--- config.mk ---
export PLATFORM = sky130hd
export DESIGN_NAME = bus_claim_decoder
export DESIGN_NICKNAME = d
export VERILOG_FILES = /design/src/rtl/bcd_pkg.sv /design/src/rtl/bcd_cfg_regs.sv /design/src/rtl/bcd_io_window.sv /design/src/rtl/bcd_mem_window.sv /design/src/rtl/bus_claim_decoder.sv
export SDC_FILE = /design/constraint.sdc
export NUM_CORES = 1
export LEC_CHECK = 0
export ABC_CLOCK_PERIOD_IN_PS = 2580
export BUFFER_PORTS_ARGS = -buffer_cell sky130_fd_sc_hd__buf_2
export CAP_MARGIN = 40
export CORE_MARGIN = 2
export CORE_UTILIZATION = 43
export CTS_BUF_LIST = sky130_fd_sc_hd__clkbuf_8 sky130_fd_sc_hd__clkbuf_16
export DETAILED_ROUTE_END_ITERATION = 8
export PLACE_DENSITY = 0.87
export SLEW_MARGIN = 10
export SYNTH_ARGS = -nofsm -noshare
export SYNTH_HDL_FRONTEND = slang
export SYNTH_SLANG_ARGS = --single-unit
--- constraint.sdc ---
create_clock -name clk -period 2.58 [get_ports clk]
set_clock_uncertainty 0.1 [all_clocks]
set_input_delay 0.516 -clock clk [delete_from_list [all_inputs] [get_ports clk]]
set_output_delay 0.516 -clock clk [all_outputs]
set_load 0.02 [all_outputs]
--- src/rtl/bcd_pkg.sv ---
package bcd_pkg;

    typedef enum logic [1:0] {
        CFG_IO_BASE  = 2'd0,
        CFG_MEM_BASE = 2'd1,
        CFG_BUS_CTL  = 2'd2,
        CFG_SPARE    = 2'd3
    } cfg_sel_e;

    typedef struct packed {
        logic aen;
        logic refresh;
        logic test;
        logic sleep;
        logic bus_rst;
    } qual_t;

    typedef struct packed {
        logic hit;
        logic wr;
    } win_hit_t;

    function automatic logic any_qual(input qual_t q);
        return |q;
    endfunction

    function automatic logic single_strobe(input logic rd, input logic wr);
        return rd ^ wr;
    endfunction

endpackage

--- src/rtl/bcd_cfg_regs.sv ---
module bcd_cfg_regs
    import bcd_pkg::*;
#(
    parameter int ADDR_W     = 20,
    parameter int IO_AW      = 16,
    parameter int CFG_W      = 20,
    parameter int MEM_EN_BIT = 10
) (
    input  logic              clk,
    input  logic              rst,
    input  logic              cfg_we,
    input  cfg_sel_e          cfg_sel,
    input  logic [CFG_W-1:0]  cfg_wdata,
    output logic [IO_AW-1:0]  io_base,
    output logic [ADDR_W-1:0] mem_base,
    output logic              mem_en
);

    always_ff @(posedge clk) begin
        if (rst) begin
            io_base  <= '0;
            mem_base <= '0;
            mem_en   <= 1'b0;
        end else if (cfg_we) begin
            unique case (cfg_sel)
                CFG_IO_BASE:  io_base  <= cfg_wdata[IO_AW-1:0];
                CFG_MEM_BASE: mem_base <= cfg_wdata[ADDR_W-1:0];
                CFG_BUS_CTL:  mem_en   <= cfg_wdata[MEM_EN_BIT];
                default:      ;
            endcase
        end
    end

endmodule

--- src/rtl/bcd_io_window.sv ---
module bcd_io_window
    import bcd_pkg::*;
#(
    parameter int IO_AW  = 16,
    parameter int IO_WIN = 4
) (
    input  logic [IO_AW-1:0]  sa_io,
    input  logic              ior,
    input  logic              iow,
    input  logic [IO_AW-1:0]  base,
    input  logic              blocked,
    output win_hit_t          hit,
    output logic [IO_WIN-1:0] win_off
);

    logic match;

    assign match = (sa_io >> IO_WIN) == (base >> IO_WIN);

    always_comb begin
        hit.hit = match && single_strobe(ior, iow) && !blocked;
        hit.wr  = hit.hit && iow;
        win_off = sa_io[IO_WIN-1:0];
    end

endmodule

--- src/rtl/bcd_mem_window.sv ---
module bcd_mem_window
    import bcd_pkg::*;
#(
    parameter int ADDR_W  = 20,
    parameter int MEM_WIN = 12
) (
    input  logic [ADDR_W-1:0]  sa,
    input  logic               memr,
    input  logic               memw,
    input  logic               io_busy,
    input  logic               chip_sel,
    input  logic               mem_en,
    input  logic [ADDR_W-1:0]  base,
    input  logic               blocked,
    output win_hit_t           hit,
    output logic [MEM_WIN-1:0] win_off
);

    logic match;
    logic gate;

    assign match = (sa >> MEM_WIN) == (base >> MEM_WIN);
    assign gate  = chip_sel && mem_en && !io_busy && !blocked;

    always_comb begin
        hit.hit = gate && match && single_strobe(memr, memw);
        hit.wr  = hit.hit && memw;
        win_off = sa[MEM_WIN-1:0];
    end

endmodule

--- src/rtl/bus_claim_decoder.sv ---
module bus_claim_decoder
    import bcd_pkg::*;
#(
    parameter int ADDR_W     = 20,
    parameter int IO_AW      = 16,
    parameter int IO_WIN     = 4,
    parameter int MEM_WIN    = 12,
    parameter int MEM_EN_BIT = 10,
    localparam int CFG_W     = ADDR_W,
    localparam int OFF_W     = (MEM_WIN > IO_WIN) ? MEM_WIN : IO_WIN
) (
    input  logic              clk,
    input  logic              rst,
    input  logic [ADDR_W-1:0] sa,
    input  logic              ior,
    input  logic              iow,
    input  logic              memr,
    input  logic              memw,
    input  logic              aen,
    input  logic              refresh,
    input  logic              test,
    input  logic              sleep,
    input  logic              bus_rst,
    input  logic              chip_sel,
    input  logic              cfg_we,
    input  logic [1:0]        cfg_sel,
    input  logic [CFG_W-1:0]  cfg_wdata,
    output logic              io_sel,
    output logic              mem_sel,
    output logic              rd_wr,
    output logic [OFF_W-1:0]  offset
);

    logic [IO_AW-1:0]   io_base;
    logic [ADDR_W-1:0]  mem_base;
    logic               mem_en;
    qual_t              qual;
    logic               blocked;
    win_hit_t           io_hit;
    win_hit_t           mem_hit;
    logic [IO_WIN-1:0]  io_off;
    logic [MEM_WIN-1:0] mem_off;

    assign qual    = '{aen: aen, refresh: refresh, test: test,
                       sleep: sleep, bus_rst: bus_rst};
    assign blocked = any_qual(qual);

    bcd_cfg_regs #(
        .ADDR_W(ADDR_W), .IO_AW(IO_AW), .CFG_W(CFG_W), .MEM_EN_BIT(MEM_EN_BIT)
    ) u_cfg (
        .clk(clk), .rst(rst), .cfg_we(cfg_we), .cfg_sel(cfg_sel_e'(cfg_sel)),
        .cfg_wdata(cfg_wdata), .io_base(io_base), .mem_base(mem_base),
        .mem_en(mem_en)
    );

    bcd_io_window #(.IO_AW(IO_AW), .IO_WIN(IO_WIN)) u_io (
        .sa_io(sa[IO_AW-1:0]), .ior(ior), .iow(iow), .base(io_base),
        .blocked(blocked), .hit(io_hit), .win_off(io_off)
    );

    bcd_mem_window #(.ADDR_W(ADDR_W), .MEM_WIN(MEM_WIN)) u_mem (
        .sa(sa), .memr(memr), .memw(memw), .io_busy(ior | iow),
        .chip_sel(chip_sel), .mem_en(mem_en), .base(mem_base),
        .blocked(blocked), .hit(mem_hit), .win_off(mem_off)
    );

    always_comb begin
        io_sel  = io_hit.hit;
        mem_sel = mem_hit.hit && !io_hit.hit;
        rd_wr   = 1'b0;
        offset  = '0;
        if (io_sel) begin
            rd_wr  = io_hit.wr;
            offset = OFF_W'(io_off);
        end else if (mem_sel) begin
            rd_wr  = mem_hit.wr;
            offset = OFF_W'(mem_off);
        end
    end

endmodule

==> results of run 1 <==
## cell type report
type	count	area (µm²)
well taps	31	38.79
repair buffers	69	430.4
multi-input cells	98	814.5
inverters	5	18.77
clock inverters	1	5.005
clock buffers	3	41.29
flip-flops and latches	21	420.4
fillers	216	917.1
## routing by layer
metal	vias to the layer above	wire length [µm]	GRT usage, %
met5	-	0	0
met4	0	46	8.844
met3	4	170	3.226
met2	39	1826	33.39
met1	557	1215	17.40
li1	567	-	-
## cell usage after synthesis (3+ instances only)
master    count
nand2b_1      3
xnor2_1      10
nand3_1       3
inv_1         5
mux2i_1      21
and2_1       11
dfxtp_1      21
nor2_1       22
xor2_1        8
clkbuf_1      3
## worst max-delay path by stage
stage,from,to,slack (ps),cells past startpoint
after floorplan,test,offset[10],80,5
after global placement,test,offset[8],10,7
after detailed placement,test,offset[8],-8,7
after CTS,test,offset[8],-8,7
after global routing,bus_rst,offset[3],-60,7
final,bus_rst,offset[2],-30,7
## sequential cells by signal, summed over array words and instances (netlist names)
signal / cells
u_cfg.mem_base: 8
u_cfg.mem_en: 1
u_cfg.io_base: 12
## report_power, final
group,switching [W],total (W),internal [W]
registers,0.00000805,0.000343,0.000335
logic,0.0000601,0.000125,0.0000649
clock network,0.000106,0.000214,0.000107
## metrics by stage
step                utilization (%)  setup slack (ps)  instance area, µm²
finish                        65.86            -27.07                1769
global route                  65.86            -59.00                1769
CTS                           59.85            -8.413                1608
detailed placement            58.13            -7.538                1562
global placement              58.13             13.57                1562
floorplan                         -             75.40                1186
## logic make-up after synthesis
group | share of synthesized area, %
adders and majority gates | 1.055
xor gates and xnor gates | 13.29
AOI/OAI and AO/OA | 4.009
buffers and inverters | 2.953
and+or+nand+nor | 25.53
muxes | 17.72
DFF | 35.44
## repair_timing
item / 4_1_cts / 5_1_grt
hold buffers: 0 / 0
resized for setup: 0 / 38
pin swaps: 0 / 16
buffers inserted: 0 / 1
setup endpoints to repair: 4 / 13
## worst max-delay path, cell delays in order
cell,delay (ps)
buf_6,90
or4_4,530
nor2_4,160
o2111a_2,280
a21bo_4,170
and2_4,140
buf_6,110
==> results.json, run 1 <==
{
  "status": "complete, but fails checks",
  "violations": "negative setup slack",
  "power_w": 0.0006820,
  "place_hpwl_mm": 2.198,
  "r2r_start": "u_cfg.io_base[11]",
  "final_common_cell": "buf_2",
  "min-delay-start": "cfg_wdata[17]",
  "dr.pass1.iters": 4,
  "fin_cells": 228,
  "dp_cells": 223,
  "htree_levels": 1,
  "slew-limit-headroom_pct": 61.77,
  "synth_top_area_share_pct": 35.44,
  "start_kind": "input pin",
  "critPathMaxFanout": 4,
  "ys.flop_type": "dfxtp_1",
  "worstPathArrival_ps": 1990,
  "crit_required_ps": 1960,
  "setup_viol": 10,
  "grt_use_total_pct": 17.39,
  "yosysUniqueCellTypes": 28,
  "yosysSeqAreaShare_pct": 35.44,
  "synth_nets": 184,
  "fin_crit_ps": 2607,
  "yosys_warnings": 0,
  "vias_per_cell": 5.118,
  "drt_iter0_markers": 37,
  "ys_ff_latch": 21,
  "ff2ff_setup_slack_ps": 1780,
  "drc": 0,
  "hold_ws_ps": 387.9,
  "synth_cells": 128,
  "rsz0062_at_grt": "true",
  "grt_remaining_overflow": 0,
  "fin_crit_sh_pct": 101.0,
  "n_antenna_cell": 0,
  "p_leak_nw": 0.8694,
  "grt_pass1_wl_mm": 4.326,
  "async_flop_share_pct": 0,
  "min_path_type": "input pin to register",
  "wirelength_mm": 3.259,
  "antenna_found_initial": 0,
  "fin_nets": 254,
  "worstRegToRegCells": 2,
  "max_freq_mhz": 383.6,
  "clk_pin_slew_ps": 80,
  "layout-drive-gt1-share_pct": 47.21,
  "layout_common_cells": "buf_2, nor2_1, mux2i_1, dfxtp_1, buf_6",
  "wire_per_inst_um": 14.29,
  "r2r_end": "u_cfg.io_base[11]",
  "cts_tree": "yes",
  "holdPathEnd": "u_cfg.mem_base[17]",
  "peakVddDrop_mv": 0.2573,
  "timing.max_cap.violations": 0,
  "syn_area_um2": 1186,
  "clk_path_buf_depth": 2,
  "grt_pass1_vias": 1090,
  "area_growth_pct": 49.16,
  "vias": 1167,
  "end_kind": "output pin",
  "cts_made_buffers": 3,
  "portBuffers": 65,
  "synth_top_area_cell": "dfxtp_1",
  "synth_edf_count": 0,
  "ant_nets": 0,
  "ios": 70,
  "hold_viol": 0,
  "hold_depth": 3,
  "synth.avg_cell_area_um2": 9.267,
  "die_y_um": 56.52,
  "start_util_pct": 44.15,
  "place_congestion": 0.8238,
  "core_um2": 2686,
  "synth.area.top_cells": "dfxtp_1, mux2i_1, xnor2_1",
  "clock_latency_ps": 260,
  "die_w_um": 56.52,
  "dieArea_um2": 3195,
  "grt_start_max_net_pins": 22,
  "slew_violations": 0,
  "setup-tns-final_ps": -132.4,
  "power_density_nw_per_um2": 385.5,
  "clock-sinks": 21,
  "cts_root_buf": "clkbuf_8",
  "worst_pin_slew_ps": 571.7,
  "core.rowCount": 19,
  "final.setup.worst_slack_ps": -27.07,
  "path_class": "input pin to output pin"
}
(Power assumes the default switching activity.)
==> run 2: changes to the inputs <==
--- a/config.mk
+++ b/config.mk
@@ -8,7 +8,7 @@
 export ABC_CLOCK_PERIOD_IN_PS = 2580
 export BUFFER_PORTS_ARGS = -buffer_cell sky130_fd_sc_hd__buf_2
 export CAP_MARGIN = 40
-export CORE_MARGIN = 2
+export CORE_MARGIN = 1
 export CORE_UTILIZATION = 43
 export CTS_BUF_LIST = sky130_fd_sc_hd__clkbuf_8 sky130_fd_sc_hd__clkbuf_16
 export DETAILED_ROUTE_END_ITERATION = 8
==> run 2 against run 1 <==
Against the previous run: die area decreased by 7.0%; largest cell class unchanged; sequential power about the same; the run still ends with negative setup slack left; final area is 6.3% lower; clock power hardly changed; global-route usage rose by 1.2 points; wire length is 20% lower; final cell count down 0.88%; first-iteration DRC count decreased by 57%; register-to-register slack got worse by 60 ps.
==> results.json, run 2 (synthesis results as in run 1) <==
{
  "hold_buffers": 0,
  "setup-tns-final_ps": -56.94,
  "dr.pass1.iters": 4,
  "min_path_type": "input pin to register",
  "worstPathCellList": "buf_6 > or4_4 > nor2_4 > o2111a_2 > a21bo_1 > and2_4 > buf_6",
  "peakVddDrop_mv": 0.3798,
  "r2r_start": "u_cfg.mem_base[19]",
  "clk_path_buf_depth": 2,
  "r2r_end": "u_cfg.mem_base[19]",
  "rsz0062_at_grt": "true",
  "grt_pass1_wl_mm": 3.822,
  "dp_cells": 222,
  "grt_remaining_overflow": 0,
  "top_regs": "u_cfg.io_base x12, u_cfg.mem_base x8, u_cfg.mem_en x1",
  "setup_viol": 4,
  "fin_crit_sh_pct": 100.7,
  "core_um2": 2545,
  "clock-sinks": 21,
  "critPathMaxFanout": 4,
  "post_cts_buffers": 0,
  "max_freq_mhz": 384.9,
  "ff_latch_area_um2": 420.4,
  "ios": 70,
  "ff2ff_setup_slack_ps": 1720,
  "cts_tree": "yes",
  "clock_latency_ps": 260,
  "grt_start_max_net_pins": 22,
  "slew_violations": 0,
  "multi_input_area_um2": 753.2,
  "n_antenna_cell": 0,
  "grt_pass1_vias": 988,
  "place_congestion": 0.7592,
  "antenna_found_initial": 0,
  "crit_required_ps": 1960,
  "n_fill_cell": 227,
  "violations": "negative setup slack",
  "ant_nets": 0,
  "worstPathArrival_ps": 1980,
  "layout-drive-gt1-share_pct": 42.86,
  "cts_made_buffers": 3,
  "clk_pin_slew_ps": 70,
  "largest_register_ffs": 12,
  "post-place-ws_ps": -27.89,
  "cp-startpoint": "test",
  "crit_top_cell": "buf_6",
  "area_growth_pct": 39.77,
  "vias": 1103,
  "timing.max_cap.violations": 0,
  "cp_slowest_cell": "or4_4",
  "die_y_um": 54.52,
  "path_class": "input pin to output pin",
  "power_density_nw_per_um2": 402.1,
  "vias_per_cell": 4.881,
  "start_util_pct": 46.61,
  "cts_root_buf": "clkbuf_8",
  "placed_area_um2": 1560,
  "wire_per_inst_um": 11.56,
  "start_kind": "input pin",
  "hold_viol": 0,
  "fin_area_um2": 1658,
  "grt_use_total_pct": 18.59,
  "layout_common_cells": "buf_2, nor2_1, mux2i_1, dfxtp_1, xnor2_1",
  "status": "complete, but fails checks",
  "final_common_cell": "buf_2",
  "portBuffers": 65,
  "worst_pin_slew_ps": 565.9,
  "end_kind": "output pin",
  "final.setup.worst_slack_ps": -18.37,
  "fin_util_pct": 65.14,
  "fin_cells": 226,
  "crit_path_end": "offset[1]",
  "largest-register": "u_cfg.io_base",
  "slowest_delay_ps": 540,
  "worstRegToRegCells": 2,
  "drc": 0,
  "p_leak_nw": 0.8519,
  "fin_crit_ps": 2598,
  "drt_iter0_markers": 16,
  "core.rowCount": 18,
  "wirelength_mm": 2.612,
  "slew-limit-headroom_pct": 62.16,
  "place_hpwl_mm": 2.060,
  "htree_levels": 1,
  "die_w_um": 54.52,
  "fin_nets": 253,
  "dieArea_um2": 2972
}
-- run 2: changes by cell type in the layout (fill, tap and decap cells not counted), sizes merged --
cell,delta
buf,-1
-- run 2: critical path: cells and delay by family --
family | cells | cell delay, ps
AND/OR/NAND/NOR | 3 | 820
buffers and inverters | 2 | 200
AO/OA/AOI/OAI | 2 | 450
-- run 2: where the power goes --
part | internal [W] | leakage [nW] | switching [W]
Sequential | 0.000335 | 0.171 | 0.00000728
Combinational | 0.0000614 | 0.656 | 0.0000513
Clock | 0.000108 | 0.0255 | 0.000104
-- run 2: worst min path at each step --
stage / cells past startpoint / start / to / slack (ps)
detailed placement: 2 / u_cfg.mem_en / u_cfg.mem_en / 390
floorplan: 2 / u_cfg.mem_en / u_cfg.mem_en / 360
global route: 3 / cfg_wdata[6] / u_cfg.io_base[6] / 400
global placement: 2 / u_cfg.mem_en / u_cfg.mem_en / 380
finish: 3 / cfg_wdata[16] / u_cfg.mem_base[16] / 380
CTS: 3 / cfg_wdata[16] / u_cfg.mem_base[16] / 380
-- run 2: metal layers --
metal	global-route usage, %	part of all wire [%]	vias up
met2	34.35	52	44
met5	0	0	-
met3	3.056	6.4	9
met1	18.38	38	489
li1	-	-	561
met4	13.68	3.4	0
-- run 2: final cells by class --
| cell class | count | share of cell area [%] |
|---|---|---|
| clock buffers | 3 | 2.491 |
| clock inverters | 1 | 0.3019 |
| inverters | 5 | 1.132 |
| multi-input cells | 98 | 45.43 |
| flip-flops and latches | 21 | 25.36 |
| well taps | 30 | 2.264 |
| repair buffers | 68 | 23.02 |
-- run 2: repair_timing --
item	CTS	global route
endpoints found under the hold margin	0	0
pin swaps	1	4
setup endpoints to repair	9	14
cloned	0	0
resized for setup	4	11
-- run 2: stage by stage --
step	total power [W]	hold WS [ps]
4_1_cts	0.0006737	381.8
3_5_place_dp	0.0004621	390.4
3_3_place_gp	0.0004591	376.8
6_report	0.0006667	382.5
2_1_floorplan	0.0004059	363.0
5_1_grt	0.0006962	395.9
==> run 3: changes to the inputs <==
--- a/config.mk
+++ b/config.mk
@@ -9,11 +9,13 @@
 export BUFFER_PORTS_ARGS = -buffer_cell sky130_fd_sc_hd__buf_2
 export CAP_MARGIN = 40
 export CORE_MARGIN = 1
-export CORE_UTILIZATION = 43
+export CORE_UTILIZATION = 50
 export CTS_BUF_LIST = sky130_fd_sc_hd__clkbuf_8 sky130_fd_sc_hd__clkbuf_16
 export DETAILED_ROUTE_END_ITERATION = 8
 export PLACE_DENSITY = 0.87
+export RECOVER_POWER = 100
 export SLEW_MARGIN = 10
 export SYNTH_ARGS = -nofsm -noshare
 export SYNTH_HDL_FRONTEND = slang
+export SYNTH_HIERARCHICAL = 1
 export SYNTH_SLANG_ARGS = --single-unit
==> run 3 against run 2 <==
Against the previous run: the run ends with design-rule violations, negative setup slack left; sequential share of layout area shrank 3.3 points; global-route usage grew 0.44 points; wire length grew 19%; final cell count grew 12%; critical path type unchanged.
==> results.json, run 3 <==
{
  "worst_pin_slew_ps": 980.7,
  "core.rowCount": 19,
  "wirelength_mm": 3.100,
  "htree_levels": 1,
  "post-place-ws_ps": -333.6,
  "vias_per_cell": 4.885,
  "peakVddDrop_mv": 0.3173,
  "place_congestion": 0.7529,
  "top_regs": "u_cfg/io_base x12, u_cfg/mem_base x8, u_cfg/mem_en x1",
  "vias": 1231,
  "min_path_type": "register to register",
  "crit_required_ps": 1960,
  "crit_top_cell": "buf_6",
  "largest-register": "u_cfg/io_base",
  "setup_viol": 15,
  "dieArea_um2": 3255,
  "n_antenna_cell": 0,
  "clk_pin_slew_ps": 70,
  "rsz0062_at_grt": "true",
  "cp_slowest_cell": "or4_4",
  "synth_nets": 222,
  "p_leak_nw": 0.8836,
  "dp_cells": 244,
  "dr.pass1.iters": 7,
  "clock_latency_ps": 260,
  "clk_path_buf_depth": 2,
  "fin_nets": 277,
  "violations": "design-rule violations, negative setup slack",
  "drc": 14,
  "grt_pass1_vias": 1157,
  "ios": 70,
  "cts_made_buffers": 3,
  "end_kind": "output pin",
  "start_kind": "input pin",
  "core_um2": 2805,
  "ant_nets": 0,
  "slew-limit-headroom_pct": 34.62,
  "die_y_um": 57.05,
  "portBuffers": 65,
  "place_hpwl_mm": 2.291,
  "grt_start_max_net_pins": 38,
  "slew_violations": 0,
  "synth_cells": 167,
  "final_common_cell": "buf_2",
  "layout-drive-gt1-share_pct": 45.70,
  "die_w_um": 57.05,
  "drt_iter0_markers": 30,
  "syn_area_um2": 1515,
  "grt_use_total_pct": 19.02,
  "worstPathCellList": "buf_6 > nor3_2 > nand2_1 > a211o_1 > or4_4 > nor3_4 > buf_6 > nor2b_4 > a22o_4 > buf_2",
  "start_util_pct": 54.01,
  "largest_register_ffs": 12,
  "slowest_delay_ps": 440,
  "clock-sinks": 21,
  "final.setup.worst_slack_ps": -265.9,
  "cts_tree": "yes",
  "critPathMaxFanout": 7,
  "grt_remaining_overflow": 0,
  "n_fill_cell": 232,
  "yosys_warnings": 6,
  "hold_viol": 0,
  "timing.max_cap.violations": 0,
  "path_class": "input pin to output pin",
  "status": "complete, but fails checks",
  "power_density_nw_per_um2": 361.8,
  "fin_cells": 252,
  "cts_root_buf": "clkbuf_8",
  "max_freq_mhz": 351.4,
  "synth.avg_cell_area_um2": 9.073,
  "layout_common_cells": "buf_2, nand2b_1, mux2i_1, dfxtp_1, xnor2_1",
  "wire_per_inst_um": 12.30,
  "fin_crit_ps": 2846,
  "fin_crit_sh_pct": 110.3,
  "area_growth_pct": 25.93,
  "antenna_found_initial": 0,
  "grt_pass1_wl_mm": 4.774,
  "worstPathArrival_ps": 2230
}
run 3: final timing paths:
path | cells past startpoint | slack, ps | startpoint | end
min reg2reg | 2 | 380 | u_cfg/io_base[7] | u_cfg/io_base[7]
min | 2 | 380 | u_cfg/io_base[7] | u_cfg/io_base[7]
max reg2reg | 2 | 1840 | u_cfg/io_base[10] | u_cfg/io_base[10]
max | 10 | -270 | aen | offset[3]
run 3: cell type report:
cell class	instances	area, µm²	share of cell area (%)
Clock buffer	3	41.29	2.164
Clock inverter	1	5.005	0.2623
Inverter	5	18.77	0.9836
Multi-Input combinational cell	116	952.2	49.90
Sequential cell	21	420.4	22.03
Tap cell	31	38.79	2.033
Timing Repair Buffer	75	431.7	22.62
run 3: report_power, final:
| group | switching, W | internal (W) | leakage (nW) |
|---|---|---|---|
| logic | 0.0000565 | 0.0000757 | 0.687 |
| registers | 0.00000840 | 0.000336 | 0.171 |
| clock network | 0.000106 | 0.000108 | 0.0255 |
run 3: layer usage:
layer / routed length [µm] / share of wire [%] / GRT usage (%)
met1: 1314 / 42 / 23.23
met2: 1516 / 49 / 32.10
met3: 212 / 6.8 / 3.628
met4: 56 / 1.8 / 9.408
met5: 0 / 0 / 0
run 3: stage by stage:
| step | cell area [µm²] | utilization, % | TNS, ps | total power (W) | hold slack, ps |
|---|---|---|---|---|---|
| finish | 1908 | 68.02 | -3352 | 0.0006904 | 380.5 |
| global route | 1908 | 68.02 | -5011 | 0.0007317 | 402.9 |
| CTS | 1839 | 65.57 | -3680 | 0.0006967 | 383.3 |
| detailed placement | 1779 | 63.43 | -4391 | 0.0004810 | 370.5 |
| global placement | 1779 | 63.43 | -4248 | 0.0004778 | 362.7 |
| floorplan | 1540 | - | -4039 | 0.0004384 | 348.3 |
run 3: repair_timing:
action | in CTS | in global routing
pin swaps | 3 | 1
cloned | 0 | 1
gates resized for setup | 2 | 10
setup endpoints to repair | 15 | 15
hold buffers | 0 | 0
buffers inserted | 1 | 2
run 3: worst max-delay path: cells and delay by family:
| kind | cells | cell delay [ps] |
|---|---|---|
| AND/OR/NAND/NOR | 5 | 890 |
| buffers and inverters | 3 | 380 |
| AO/OA/AOI/OAI | 2 | 440 |
